`config.mk`:
```
export PLATFORM = sky130hd
export DESIGN_NAME = kbw_wake_top
export DESIGN_NICKNAME = d
export VERILOG_FILES = /design/src/rtl/kbw_pkg.sv /design/src/rtl/kbw_datapath.sv /design/src/rtl/kbw_control.sv /design/src/rtl/kbw_wake_top.sv
export SDC_FILE = /design/constraint.sdc
export NUM_CORES = 1
export LEC_CHECK = 0
export BUFFER_PORTS_ARGS = -buffer_cell sky130_fd_sc_hd__buf_2
export CORE_ASPECT_RATIO = 2
export CORE_MARGIN = 2
export CORE_UTILIZATION = 40
export CTS_CLUSTER_SIZE = 24
export DETAILED_ROUTE_END_ITERATION = 16
export GPL_ROUTABILITY_DRIVEN = 0
export PLACE_DENSITY = 0.58
export SETUP_SLACK_MARGIN = 0.15
export SLEW_MARGIN = 20
export SYNTH_ARGS = -nofsm -noshare
export SYNTH_HDL_FRONTEND = slang
export SYNTH_SLANG_ARGS = --single-unit
```
`constraint.sdc`:
```
create_clock -name clk -period 1.65 [get_ports clk]
set_input_delay 0.33 -clock clk [delete_from_list [all_inputs] [get_ports clk]]
set_output_delay 0.33 -clock clk [all_outputs]
set_load 0.1 [all_outputs]
```
`src/rtl/kbw_pkg.sv`:
```
package kbw_pkg;
  typedef struct packed {
    logic shiftEn;
    logic clearFrame;
    logic checkFrame;
  } kbwStrobes_t;

  localparam int OVERHEAD_BITS = 3;
endpackage

```
`src/rtl/kbw_datapath.sv`:
```
module kbw_datapath
  import kbw_pkg::*;
#(
  parameter int CODE_W      = 8,
  parameter int SYNC_STAGES = 2
) (
  input  logic              clk,
  input  logic              rstN,
  input  logic              runEn,
  input  logic              kbClk,
  input  logic              kbData,
  input  kbwStrobes_t       strobes,
  input  logic [CODE_W-1:0] scanCode,
  output logic              kbClkFall,
  output logic              kbClkLevel,
  output logic              matchHit
);
  localparam int FRAME_W = CODE_W + OVERHEAD_BITS;

  logic [SYNC_STAGES-1:0] clkSync;
  logic [SYNC_STAGES-1:0] dataSync;
  logic                   clkPrev;
  logic [FRAME_W-1:0]     frameSr;

  // both lines idle high; held there while the block is off
  always_ff @(posedge clk or negedge rstN) begin
    if (!rstN) begin
      clkSync  <= '1;
      dataSync <= '1;
      clkPrev  <= 1'b1;
    end else if (!runEn) begin
      clkSync  <= '1;
      dataSync <= '1;
      clkPrev  <= 1'b1;
    end else begin
      clkSync  <= {clkSync[SYNC_STAGES-2:0], kbClk};
      dataSync <= {dataSync[SYNC_STAGES-2:0], kbData};
      clkPrev  <= clkSync[SYNC_STAGES-1];
    end
  end

  assign kbClkLevel = clkSync[SYNC_STAGES-1];
  assign kbClkFall  = clkPrev & ~clkSync[SYNC_STAGES-1];

  // bits enter at the top and move down, so the first bit ends at index 0
  always_ff @(posedge clk or negedge rstN) begin
    if (!rstN) begin
      frameSr <= '0;
    end else if (!runEn || strobes.clearFrame) begin
      frameSr <= '0;
    end else if (strobes.shiftEn) begin
      frameSr <= {dataSync[SYNC_STAGES-1], frameSr[FRAME_W-1:1]};
    end
  end

  logic              startOk;
  logic              stopOk;
  logic              parityOk;
  logic [CODE_W-1:0] rxByte;

  always_comb begin
    startOk  = ~frameSr[0];
    stopOk   = frameSr[FRAME_W-1];
    parityOk = ^frameSr[FRAME_W-2:1];
    rxByte   = frameSr[CODE_W:1];
    matchHit = strobes.checkFrame & startOk & stopOk & parityOk &
               (rxByte == scanCode);
  end
endmodule

```
`src/rtl/kbw_control.sv`:
```
module kbw_control
  import kbw_pkg::*;
#(
  parameter int CODE_W         = 8,
  parameter int ADDR_W         = 2,
  parameter int TIMEOUT_CYCLES = 64
) (
  input  logic              clk,
  input  logic              rstN,
  input  logic              regWrEn,
  input  logic [ADDR_W-1:0] regAddr,
  input  logic [CODE_W-1:0] regWrData,
  output logic [CODE_W-1:0] regRdData,
  input  logic              kbClkFall,
  input  logic              kbClkLevel,
  input  logic              matchHit,
  output kbwStrobes_t       strobes,
  output logic              runEn,
  output logic [CODE_W-1:0] scanCode,
  output logic              wakeReq,
  output logic              wakePin
);
  localparam int FRAME_W = CODE_W + OVERHEAD_BITS;
  localparam int CNT_W   = $clog2(FRAME_W);
  localparam int IDLE_W  = $clog2(TIMEOUT_CYCLES + 1);
  localparam logic [CNT_W-1:0]  LAST_BIT  = CNT_W'(FRAME_W - 1);
  localparam logic [IDLE_W-1:0] IDLE_LAST = IDLE_W'(TIMEOUT_CYCLES - 1);
  localparam logic [ADDR_W-1:0] ADDR_CODE = ADDR_W'(0);
  localparam logic [ADDR_W-1:0] ADDR_CTRL = ADDR_W'(1);
  localparam logic [ADDR_W-1:0] ADDR_STAT = ADDR_W'(2);

  logic wakeEn, offBit, polHigh, statusBit;
  logic [CNT_W-1:0]  bitCnt;
  logic [IDLE_W-1:0] idleCnt;
  logic checkPend, timeoutHit;

  assign runEn = ~offBit;

  // host register file
  always_ff @(posedge clk or negedge rstN) begin
    if (!rstN) begin
      scanCode  <= '0;
      wakeEn    <= 1'b0;
      offBit    <= 1'b0;
      polHigh   <= 1'b0;
      statusBit <= 1'b0;
    end else begin
      if (regWrEn && regAddr == ADDR_CODE) scanCode <= regWrData;
      if (regWrEn && regAddr == ADDR_CTRL) begin
        wakeEn  <= regWrData[0];
        offBit  <= regWrData[1];
        polHigh <= regWrData[2];
      end
      // a match in the same cycle wins over a clear
      if (matchHit) statusBit <= 1'b1;
      else if (regWrEn && regAddr == ADDR_STAT && regWrData[0]) statusBit <= 1'b0;
    end
  end

  always_comb begin
    case (regAddr)
      ADDR_CODE: regRdData = scanCode;
      ADDR_CTRL: regRdData = CODE_W'({polHigh, offBit, wakeEn});
      ADDR_STAT: regRdData = CODE_W'(statusBit);
      default:   regRdData = '0;
    endcase
  end

  assign wakeReq = statusBit & wakeEn;
  assign wakePin = polHigh ? wakeReq : ~wakeReq;

  // frame sequencing
  assign timeoutHit = (bitCnt != '0) && kbClkLevel && !kbClkFall &&
                      (idleCnt == IDLE_LAST);

  always_comb begin
    strobes.shiftEn    = kbClkFall;
    strobes.clearFrame = timeoutHit;
    strobes.checkFrame = checkPend;
  end

  always_ff @(posedge clk or negedge rstN) begin
    if (!rstN) begin
      bitCnt    <= '0;
      idleCnt   <= '0;
      checkPend <= 1'b0;
    end else if (!runEn) begin
      bitCnt    <= '0;
      idleCnt   <= '0;
      checkPend <= 1'b0;
    end else begin
      checkPend <= kbClkFall && (bitCnt == LAST_BIT);
      if (kbClkFall) begin
        bitCnt  <= (bitCnt == LAST_BIT) ? '0 : bitCnt + 1'b1;
        idleCnt <= '0;
      end else if (timeoutHit) begin
        bitCnt  <= '0;
        idleCnt <= '0;
      end else if (kbClkLevel && bitCnt != '0) begin
        idleCnt <= idleCnt + 1'b1;
      end else begin
        idleCnt <= '0;
      end
    end
  end
endmodule

```
`src/rtl/kbw_wake_top.sv`:
```
module kbw_wake_top
  import kbw_pkg::*;
#(
  parameter int CODE_W         = 8,
  parameter int ADDR_W         = 2,
  parameter int SYNC_STAGES    = 2,
  parameter int TIMEOUT_CYCLES = 64
) (
  input  logic              clk,
  input  logic              rstN,
  input  logic              kbClk,
  input  logic              kbData,
  input  logic              regWrEn,
  input  logic [ADDR_W-1:0] regAddr,
  input  logic [CODE_W-1:0] regWrData,
  output logic [CODE_W-1:0] regRdData,
  output logic              wakeReq,
  output logic              wakePin
);
  kbwStrobes_t       strobes;
  logic              runEn, kbClkFall, kbClkLevel, matchHit;
  logic [CODE_W-1:0] scanCode;

  kbw_control #(
    .CODE_W(CODE_W), .ADDR_W(ADDR_W), .TIMEOUT_CYCLES(TIMEOUT_CYCLES)
  ) u_ctl (
    .clk(clk), .rstN(rstN), .regWrEn(regWrEn), .regAddr(regAddr),
    .regWrData(regWrData), .regRdData(regRdData), .kbClkFall(kbClkFall),
    .kbClkLevel(kbClkLevel), .matchHit(matchHit), .strobes(strobes),
    .runEn(runEn), .scanCode(scanCode), .wakeReq(wakeReq), .wakePin(wakePin)
  );

  kbw_datapath #(
    .CODE_W(CODE_W), .SYNC_STAGES(SYNC_STAGES)
  ) u_dp (
    .clk(clk), .rstN(rstN), .runEn(runEn), .kbClk(kbClk), .kbData(kbData),
    .strobes(strobes), .scanCode(scanCode), .kbClkFall(kbClkFall),
    .kbClkLevel(kbClkLevel), .matchHit(matchHit)
  );
endmodule

```
Yosys cells after proc, flatten, opt, wreduce, memory -nomap -nowiden
Cells that the tools add are included.

Register bits after elaboration: 40. Output and inout port bits: 10. Input port bits: 15. Word-level logic and storage cells: 62.

Mux-type cells: 18. Equal/unequal tests: 5. Add/sub/neg operators: 2. Bitwise logic cells: 9. Reduce and logical (&&, ||, !) cells: 16.

Operator list (number): $mux 7 (4); $pmux 8 s3 (1); $mux 11 (2); $mux 4 (4); $reduce_xor 9->1 (1); $eq 8x8->1 (1); $logic_and 1x1->1 (8); $add 7x1->7 const B (1); $eq 7x6->1 const B (1); $and 1x1->1 (6); $mux 1 (5); $add 4x1->4 const B (1); $eq 4x4->1 const B (1); $mux 2 (2); $reduce_bool 2->1 (2); $reduce_bool 4->1 (1); $not 1->1 (3); $reduce_bool 3->1 (1); $eq 2x1->1 const B (1); $eq 2x2->1 const B (1); $logic_not 2->1 (1); $logic_not 1->1 (1); $logic_or 1x1->1 (1).

Logic depth before layout (Yosys ltp)
Gate-level depths: netlist of run 1.

Depth in word-level cells: 8. Gate-level depth with buffers: 6.

Cells and area by module
A second synthesis of run 1 with hierarchy kept.

Cell total of the unflattened synthesis: 173. Area, all modules: 2008.2 um^2.

By module, submodules not included: kbw_control (area each 1212.4 um^2, cells each 107, sequential area each 600.6 um^2, times used 1); kbw_datapath (area each 795.8 um^2, cells each 66, sequential area each 406.6 um^2, times used 1).

Least setup slack after synthesis of run 1
No wires, ideal clock.

Path type: input -> output. From: in regAddr[0]. To: out regRdData[0]. Arrival time: 2.697 ns. Setup slack: -1.377 ns. Stages on the path: 3. Cell sequence: buf_2 > mux2i_1 > o21ai_0.

Cells in the longest elaborated chain, start to end: 2. Elaborated cells on any way between the ends: 4. Classes of those cells: eq/ne: 2; mux: 1; reduce/logical: 1.

Ends and longest elaborated chain: start: declaration (line kbw_wake_top.sv:14) `input logic [ADDR_W-1:0] regAddr,`; $eq 2x2->1, or another cell as far along (line kbw_control.sv:61) `case (regAddr)`; $pmux 8 s3 (*) (line kbw_control.sv:61); end: declaration (line kbw_wake_top.sv:16) `output logic [CODE_W-1:0] regRdData,`.

Mark *: on every way between the ends. The rest lies on a longest branch, timed or not.

Final worst setup path of run 1
From: reg u_ctl.statusBit. To: out wakePin.

Cells in the longest elaborated chain, start to end: 3.

Ends and longest elaborated chain: start: declaration (line kbw_control.sv:32) `logic wakeEn, offBit, polHigh, statusBit;`; start signal: assignment (line kbw_control.sv:46) `statusBit <= 1'b0;`; start signal: assignment (line kbw_control.sv:55) `if (matchHit) statusBit <= 1'b1;`; start signal: assignment (line kbw_control.sv:56) `else if (regWrEn && regAddr == ADDR_STAT && regWrData[0]) statusBit <= 1'b0;`; $and 1x1->1 (*) (line kbw_control.sv:69) `assign wakeReq = statusBit & wakeEn;`; $not 1->1 (line kbw_control.sv:70) `assign wakePin = polHigh ? wakeReq : ~wakeReq;`; $mux 1 (*) (line kbw_control.sv:70); end: declaration (line kbw_wake_top.sv:18) `output logic wakePin`.

Marks and branches as above.

==> results of run 1 <==
## area by class of cell
cell class	instances	area, sq um	area share (%)
multi-input cells	128	1031	38.18
clock inverters	2	60.06	2.224
repair buffers	45	437.9	16.22
flip-flops and latches	40	1011	37.44
clock buffers	6	72.57	2.688
well taps	55	68.82	2.549
inverters	5	18.77	0.6951
## power groups by stage
stage	logic, mW	clock network (mW)	registers [mW]
after global placement	0.643	0	1.18
after global routing	0.871	0.993	1.18
final	0.809	0.931	1.17
after detailed placement	0.659	0	1.19
after floorplan	0.439	0	1.16
after CTS	0.772	0.954	1.17
## kinds of logic after synthesis
logic type      after synthesis  synth area share, %
xor+xnor                     20                9.799
flops                        40                52.24
simple gates                 67                17.46
buf+inv                      10                2.141
compound gates               22                7.203
fa+ha+maj                     4                2.596
mux                          15                8.566
## layer usage
metal / vias up / track usage (%) / wire, microns
met3: 7 / 3.070 / 123
met2: 26 / 34.52 / 2594
met5: - / 0 / 0
met4: 0 / 7.692 / 72
met1: 715 / 16.12 / 1386
li1: 690 / - / -
## synth_stat cells, types with 2 or more instances
library cell	count	area share, %
nor2_1	10	1.9
or2_2	4	1.3
mux2_2	12	7.0
and3_1	2	0.65
dfstp_2	5	6.8
nor3_1	3	0.78
and2_1	7	2.3
nand3_1	3	0.78
xnor2_1	16	7.3
ha_1	4	2.6
nand2_1	26	5.1
nand4b_1	2	0.91
buf_2	3	0.78
nand3b_1	4	1.6
dfrtp_1	35	45
xor2_1	3	1.4
inv_1	5	0.97
mux2i_1	3	1.6
o21ai_0	2	0.52
clkbuf_1	2	0.39
a21oi_1	13	3.4
nand2b_1	2	0.65
## through the flow
step | power [mW] | setup WS [ns]
final | 2.910 | 0.07889
after global routing | 3.047 | 0.01895
after CTS | 2.891 | 0.07494
after detailed placement | 1.850 | 0.06525
after global placement | 1.827 | 0.1191
after floorplan | 1.599 | -0.09898
## sequential cells by signal, summed over array words and instances (netlist names), 2 cells and up
name / flops
u_dp.frameSr: 11
u_ctl.bitCnt: 4
u_ctl.idleCnt: 7
u_dp.clkSync: 2
u_dp.dataSync: 2
u_ctl.scanCode: 8
## worst max-delay path, stage by stage, from the launching register on
cell	delay, ns
dfrtp_1	0.41
and2_4	0.17
xnor2_4	0.17
buf_12	0.20
## worst min path at each step
stage | start | endpoint | slack [ns] | depth (start not counted)
final | rstN | u_ctl.polHigh | -0.006 | 2
after global routing | rstN | u_ctl.scanCode[3] | 0.01 | 2
after CTS | rstN | u_ctl.scanCode[3] | 0.0003 | 2
after detailed placement | rstN | u_ctl.polHigh | 0.31 | 2
after global placement | rstN | u_ctl.polHigh | 0.31 | 2
after floorplan | rstN | u_ctl.bitCnt[0] | 0.03 | 0
## repair_timing
action | 4_1_cts | 5_1_grt
setup buffers | 7 | 7
pin swaps | 3 | 3
resized for setup | 15 | 15
setup endpoints to repair | 25 | 28
hold buffers | 0 | 0
cloned | 0 | 0
==> results.toml, run 1 <==
[outcome]
outcome = "finished, violations left"
violations = "hold timing"

[clock_tree]
clkTransAtPathRegs_ns = 0.08
htree_levels = 2
cts.path.max_buffers = 2
cts.sinks = 40
clock_latency_ns = 0.29
cts_root_buffer = "clkbuf_8"
cts_buffers = 5
cts_tree = "yes"

[logic_synthesis]
ys.flop_type = "dfrtp_1"
syn_nets = 197
synth-seq-area-share_pct = 52.24
syn_area_per_cell_sq_um = 10.83
synthArstFlopShare_pct = 100.0
synth_seq_cells = 40
synth_edf_count = 0
yosysWarnings = 0
netlist_area_sq_um = 1928
synth_cells = 178
synth.distinct_cells = 34

[place]
hpwl_microns = 2998
placed_area_sq_um = 2341
dp_cells = 259
portBuffers = 24

[floorplanning]
start_util_pct = 41.54
fp.coreArea_sq_um = 4642
ios = 25
die_area_sq_um = 5426
rows = 35
die_h_microns = 102.2
die_w_microns = 53.10

[run]
max-cap-violations = 0

[critical_path]
crit_fanout = 2
r2r-start = "u_ctl.idleCnt[0]"
required_ns = 1.32
startpoint_type = "flip-flop"
crit_end = "wakePin"
timing.rr.end = "u_ctl.bitCnt[0]"
critical_path_arrival_ns = 1.24
end_kind = "output pin"
critPathLaunch = "u_ctl.statusBit"
crit_type = "reg2out"
rrSetupSlack_ns = 0.10
r2r_cells = 5

[final_layout]
nets = 244
final_cell_area_sq_um = 2700
post-route-util_pct = 58.17
final_common_cell = "dfrtp_1"
fill_cells = 393
layout.cells.non_filler = 281
final_cell_mix = "dfrtp_1, nand2_1, buf_4, xnor2_1, buf_2"
drive_gt1_share_pct = 45.13
syn_to_final_growth_pct = 40.04
diodes = 0

[global_routing]
antenna_found_initial = 0
grt_pass1_vias = 1569
grt_overflow = 0
grt_max_degree = 41
grt_pass1_wl_microns = 6831
track_usage_pct = 17.43

[pwr]
ir_worst_vdd_mv = 0.7591
p_int_mw = 2.055
switching_share_pct = 29.39
p_switching_mw = 0.8554
power.density_nw_per_um2 = 1078
p_seq_share_pct = 40.2
clockPowerShare_pct = 32.0
leakagePower_nw = 1.172
combinationalPowerShare_pct = 27.8

[timing]
setup_viol = 0
relSlewSlack_pct = 79.05
fin_skew_ns = 0.008887
fin_tns_setup_ns = 0
max_freq_mhz = 636.5
worstMarginPinSlew_ns = 0.3132
period_needed_ns = 1.571
post-route-period-util_pct = 95.22
hold_viol = 3
slew_violations = 0
grt_setup_unrepaired = "yes"
fin_hold_ws_ns = -0.005897

[route]
vias = 1438
drc_errors = 0
routedWlPerCell_microns = 14.86
drtIter0Drc = 25
first_pass_iters = 5
wirelength_microns = 4177
via_per_inst = 5.117
ant_nets = 0

[min_path]
hp-class = "in2async"
No activity file was read; power rests on OpenSTA's default activity.
==> inputs of run 2 (changes only) <==
--- a/config.mk
+++ b/config.mk
@@ -5,11 +5,10 @@
 export SDC_FILE = /design/constraint.sdc
 export NUM_CORES = 1
 export LEC_CHECK = 0
-export BUFFER_PORTS_ARGS = -buffer_cell sky130_fd_sc_hd__buf_2
+export BUFFER_PORTS_ARGS = -buffer_cell sky130_fd_sc_hd__clkbuf_2
 export CORE_ASPECT_RATIO = 2
 export CORE_MARGIN = 2
 export CORE_UTILIZATION = 40
-export CTS_CLUSTER_SIZE = 24
 export DETAILED_ROUTE_END_ITERATION = 16
 export GPL_ROUTABILITY_DRIVEN = 0
 export PLACE_DENSITY = 0.58
==> constraint.sdc (replaced) <==
create_clock -name clk -period 1.65 [get_ports clk]
set_input_delay 0.33 -clock clk [delete_from_list [all_inputs] [get_ports clk]]
set_output_delay 0.33 -clock clk [all_outputs]
set_load 0.01 [all_outputs]
==> run 2 against run 1 <==
- the flow now finishes without violations
- maximum frequency grew 4.4%
- sequential share of layout area up 4.4 points
- cell area fell by 11%
- register-to-register slack better by 0.05 ns
- clock skew rose by 0.0045 ns
- wire length fell by 1.2%
- global-route usage up 0.22 points
==> results.toml, run 2 (synthesized netlist as in run 1, its figures left out) <==
[timing]
fin_skew_ns = 0.01334
grt_setup_unrepaired = "yes"
max_freq_mhz = 664.6
setup_viol = 0
post-route-period-util_pct = 91.19
fin_tns_setup_ns = 0
relSlewSlack_pct = 69.39
hold_viol = 0
period_needed_ns = 1.505
slew_violations = 0
worstMarginPinSlew_ns = 0.4592

[critical_path]
rrSetupSlack_ns = 0.15
critical_path_depth = 5
crit_fanout = 3
worst_path_largest_cell_delay_ns = 0.40
cp_slowest_cell = "dfrtp_1"
crit_type = "reg2reg"
timing.rr.end = "u_ctl.bitCnt[0]"
crit_family = "flip-flops"
crit_path_cell_trace = "ha_4, nand3_4, o41ai_4, nor2_1, mux2_4"
critical_path_arrival_ns = 1.69
startpoint_type = "flip-flop"
crit_buf_inv = 0
r2r-start = "u_ctl.idleCnt[1]"
end_kind = "flip-flop"
r2r_cells = 5
required_ns = 1.83

[route]
first_pass_iters = 4
routedWlPerCell_microns = 14.85
ant_nets = 0
drtIter0Drc = 4
drc_errors = 0
wirelength_microns = 4128
vias = 1423
via_per_inst = 5.119

[clock_tree]
cts_buffers = 5
cts_root_buffer = "clkbuf_8"
cts_tree = "yes"
cts.sinks = 40
htree_levels = 2
clock_latency_ns = 0.29
clkTransAtPathRegs_ns = 0.08
cts.path.max_buffers = 2

[final_layout]
reg.largest.list = "u_dp.frameSr: 11 flops, u_ctl.scanCode: 8 flops, u_ctl.idleCnt: 7 flops"
final_common_cell = "dfrtp_1"
largest_reg_flops = 11
syn_to_final_growth_pct = 25.11
max_flop_register = "u_dp.frameSr"
fill_cells = 436
post-route-util_pct = 51.97
drive_gt1_share_pct = 36.32
diodes = 0
final_cell_mix = "dfrtp_1, nand2_1, clkbuf_2, buf_4, xnor2_1"
nets = 241

[global_routing]
grt_pass1_wl_microns = 6782
grt_overflow = 0
grt_max_degree = 24
antenna_found_initial = 0
grt_pass1_vias = 1480
track_usage_pct = 17.64

[min_path]
min_to = "u_dp.clkSync[0]"
min_from = "kbClk"
hold_depth = 2
hp-class = "in2reg"

[pwr]
ir_worst_vdd_mv = 0.5967
clockPowerShare_pct = 27.3
p_seq_share_pct = 51.4
switching_share_pct = 28.53
p_switching_mw = 0.6468
leakagePower_nw = 1.085
power.density_nw_per_um2 = 939.6
combinationalPowerShare_pct = 21.3
p_int_mw = 1.620

[outcome]
outcome = "complete, no violations"

[floorplanning]
die_area_sq_um = 5426
die_h_microns = 102.2
fp.coreArea_sq_um = 4642
rows = 35
die_w_microns = 53.10
ios = 25
start_util_pct = 41.54

[run]
max-cap-violations = 0

[place]
hpwl_microns = 3051
portBuffers = 24
==> run 2: area by class of cell <==
| type | instances | area (sq um) | share of cell area [%] |
|---|---|---|---|
| flip-flops and latches | 40 | 1008 | 41.81 |
| multi-input cells | 128 | 964.7 | 39.99 |
| repair buffers | 42 | 270.3 | 11.20 |
| clock buffers | 7 | 76.32 | 3.164 |
| well taps | 55 | 68.82 | 2.853 |
| inverters | 5 | 18.77 | 0.7780 |
| clock inverters | 1 | 5.005 | 0.2075 |
==> run 2: worst register-to-register path, stage by stage (launching register included) <==
cell and delay [ns]:
dfrtp_1 0.40, ha_4 0.17, nand3_4 0.10, o41ai_4 0.38, nor2_1 0.09, mux2_4 0.26
==> run 2: worst max path at each step <==
stage,slack (ns),from,to
final,0.15,u_ctl.idleCnt[1],u_ctl.bitCnt[0]
after global routing,0.06,u_ctl.idleCnt[1],u_ctl.bitCnt[0]
after CTS,0.08,u_ctl.bitCnt[0],u_ctl.bitCnt[0]
after detailed placement,0.05,u_ctl.idleCnt[0],u_ctl.bitCnt[0]
after global placement,0.13,u_ctl.idleCnt[0],u_ctl.bitCnt[0]
after floorplan,0.17,u_ctl.bitCnt[0],u_ctl.bitCnt[0]
==> run 2: per-layer routing <==
| metal | vias to the layer above | share of wire, % | global-route usage (%) |
|---|---|---|---|
| li1 | 684 | - | - |
| met1 | 698 | 34 | 15.70 |
| met2 | 32 | 60 | 34.23 |
| met3 | 9 | 3.0 | 3.216 |
| met4 | 0 | 3.6 | 10.45 |
| met5 | - | 0 | 0 |
==> run 2: power by group through the flow <==
stage | Sequential (mW) | Clock (mW) | Combinational (mW)
after floorplan | 1.16 | 0 | 0.256
after global placement | 1.18 | 0 | 0.372
after detailed placement | 1.19 | 0 | 0.387
after CTS | 1.17 | 0.642 | 0.444
after global routing | 1.18 | 0.695 | 0.538
final | 1.17 | 0.619 | 0.482
==> run 2: stage by stage <==
step | worst slack, ns | cells | hold slack, ns | instance area (sq um) | total power [mW]
5_1_grt | 0.05684 | 278 | 0.2229 | 2412 | 2.412
4_1_cts | 0.07615 | 270 | 0.2209 | 2303 | 2.255
3_3_place_gp | 0.1272 | 258 | 0.2879 | 2152 | 1.554
3_5_place_dp | 0.04689 | 258 | 0.2965 | 2152 | 1.578
6_report | 0.1454 | 278 | 0.2346 | 2412 | 2.267
2_1_floorplan | 0.1673 | 178 | 0.03441 | 1928 | 1.412
==> run 2: timing repair <==
item / in CTS / in global routing
endpoints found under the hold margin: 12 / 0
gates resized for setup: 8 / 12
buffers inserted: 3 / 8
setup endpoints to repair: 23 / 25
pin swaps: 2 / 3
hold buffers: 1 / 0
==> inputs of run 3 (changes only) <==
--- a/config.mk
+++ b/config.mk
@@ -16,4 +16,5 @@
 export SLEW_MARGIN = 20
 export SYNTH_ARGS = -nofsm -noshare
 export SYNTH_HDL_FRONTEND = slang
+export SYNTH_HIERARCHICAL = 1
 export SYNTH_SLANG_ARGS = --single-unit
==> run 3 against run 2 <==
- global-route usage down 1.2 points
- total power fell by 0.39%
- synthesized area is 4.2% higher
- first-iteration DRC count grew to 3.3 times the previous value
- synthesized cell count is 2.8% lower
- largest cell class is now multi-input gates
- largest power group unchanged
==> results.toml, run 3 <==
[logic_synthesis]
yosysWarnings = 6
yosysMostFrequentCell = "dfrtp_1"
synth_top_area_share_pct = 43.61
synth_seq_cells = 40
synthArstFlopShare_pct = 100.0
post-synth-top-area-cell = "dfrtp_1"
synth_edf_count = 0
synth.area.top_cells = "dfrtp_1, mux2i_1, xnor2_1, dfstp_2, mux2_2"
synth-seq-area-share_pct = 50.16
syn_area_per_cell_sq_um = 11.61
syn_nets = 192
netlist_area_sq_um = 2008
synth_cells = 173
synth.distinct_cells = 39
ys.flop_type = "dfrtp_1"
synthTopCellsByCount = "dfrtp_1, nor2_1, xnor2_1, mux2i_1, mux2_2"

[critical_path]
r2r-start = "u_ctl/bitCnt[1]"
required_ns = 1.88
startpoint_type = "flip-flop"
crit_type = "reg2reg"
rrSetupSlack_ns = 0.02
r2r_cells = 6
critical_path_arrival_ns = 1.85
timing.rr.end = "u_ctl/bitCnt[2]"
crit_fanout = 5
end_kind = "flip-flop"

[floorplanning]
ios = 25
die_area_sq_um = 5637
rows = 36
die_h_microns = 104.2
start_util_pct = 41.28
die_w_microns = 54.10
fp.coreArea_sq_um = 4865

[timing]
post-route-period-util_pct = 98.61
setup_viol = 0
slew_violations = 0
hold_viol = 0
grt_setup_unrepaired = "yes"
fin_tns_setup_ns = 0
worstMarginPinSlew_ns = 0.5073
relSlewSlack_pct = 66.18
period_needed_ns = 1.627
max_freq_mhz = 614.6
fin_ws_ns = 0.02299
fin_skew_ns = 0.01080

[route]
drc_errors = 0
vias = 1369
wirelength_microns = 4187
via_per_inst = 5.089
drtIter0Drc = 13
ant_nets = 0
routedWlPerCell_microns = 15.57
first_pass_iters = 4

[final_layout]
final_common_cell = "dfrtp_1"
fill_cells = 451
final_cell_mix = "dfrtp_1, clkbuf_2, mux2i_1, buf_4, xnor2_1"
nets = 230
largest_reg_flops = 11
max_flop_register = "u_dp/frameSr"
diodes = 0
syn_to_final_growth_pct = 21.99
regArea_sq_um = 1008
multiInputGateArea_sq_um = 1052
drive_gt1_share_pct = 41.98
reg.largest.list = "u_dp/frameSr: 11 flops, u_ctl/scanCode: 8 flops, u_ctl/idleCnt: 7 flops"

[clock_tree]
clock_latency_ns = 0.29
htree_levels = 2
cts_tree = "yes"
cts.path.max_buffers = 2
cts_buffers = 5
cts_root_buffer = "clkbuf_8"
cts.sinks = 40
cts_hold_buf = 0
clkTransAtPathRegs_ns = 0.08

[pwr]
p_switching_mw = 0.6430
p_int_mw = 1.615
power.density_nw_per_um2 = 921.6
switching_share_pct = 28.48
clockPowerShare_pct = 27.3
combinationalPowerShare_pct = 21.5
leakagePower_nw = 1.112
p_seq_share_pct = 51.2
ir_worst_vdd_mv = 0.6886

[global_routing]
met1_usage_pct = 14.92
antenna_found_initial = 0
grt_max_degree = 41
grt_overflow = 0
track_usage_pct = 16.44
grt_pass1_wl_microns = 6610
grt_pass1_vias = 1468
use_met2_pct = 31.18
use_met3_pct = 3.448
top_usage_layer = "met2"

[run]
max-cap-violations = 0

[place]
hpwl_microns = 3052
place_ws_ns = -0.01773
portBuffers = 24

[outcome]
outcome = "complete, no violations"

[min_path]
hp-class = "in2async"
## run 3: final cells by class
cell class                      count  share of cell area [%]
Multi-Input combinational cell    122                   42.95
Timing Repair Buffer               37                   8.887
Clock buffer                        7                   3.115
Sequential cell                    40                   41.16
Inverter                            5                  0.7661
Clock inverter                      1                  0.2043
Tap cell                           57                   2.911
## run 3: kinds of logic after synthesis
kind of cell	count (synthesis)	share of synthesized area (%)
AO/OA/AOI/OAI	9	3.614
XOR/XNOR	20	9.782
adder cells (fa/ha/maj)	4	2.492
buffers and inverters	12	2.990
flip-flops	40	50.16
multiplexers	25	13.15
AND/OR/NAND/NOR	63	17.82
## run 3: how the worst max path moves through the flow
stage | to | cells past startpoint | slack [ns] | startpoint
detailed placement | u_ctl/bitCnt[2] | 6 | -0.02 | u_ctl/bitCnt[0]
global route | u_ctl/bitCnt[2] | 6 | -0.02 | u_ctl/bitCnt[1]
global placement | u_ctl/statusBit | 5 | 0.09 | u_dp/frameSr[6]
floorplan | u_dp/frameSr[0] | 8 | -0.02 | u_ctl/bitCnt[0]
CTS | u_ctl/statusBit | 5 | 0.05 | u_dp/frameSr[6]
finish | u_ctl/bitCnt[2] | 6 | 0.02 | u_ctl/bitCnt[1]
## run 3: critical path: stages, from the launching register on
cell	delay [ns]
dfrtp_1	0.41
inv_1	0.07
ha_2	0.16
or3b_4	0.38
and4_4	0.21
o32ai_2	0.20
a21o_1	0.14
## run 3: what timing repair did
| item | 4_1_cts | 5_1_grt |
|---|---|---|
| gates cloned | 1 | 0 |
| setup endpoints to repair | 24 | 25 |
| buffers inserted | 3 | 2 |
| pin swaps | 0 | 3 |
| resized for setup | 9 | 19 |
## run 3: power groups by stage
| stage | combinational [mW] | sequential [mW] | clock, mW |
|---|---|---|---|
| 2_1_floorplan | 0.293 | 1.15 | 0 |
| 3_3_place_gp | 0.381 | 1.18 | 0 |
| 3_5_place_dp | 0.399 | 1.19 | 0 |
| 4_1_cts | 0.452 | 1.16 | 0.642 |
| 5_1_grt | 0.532 | 1.17 | 0.694 |
| 6_report | 0.486 | 1.16 | 0.616 |
## run 3: stage by stage
step           hold WS, ns  util [%]  total power [mW]  instances  area, sq um
3_5_place_dp        0.4213     45.81             1.587        255         2228
3_3_place_gp        0.4052     45.81             1.564        255         2228
5_1_grt             0.1073     50.36             2.396        269         2450
4_1_cts             0.1005     48.74             2.259        267         2371
6_report           0.08198     50.36             2.258        269         2450
2_1_floorplan      0.03441         -             1.444        173         2028
## run 3: metal layers
metal	wire length (microns)	share of wire [%]
met1	1413	34
met2	2513	60
met3	156	3.7
met4	104	2.5
met5	0	0
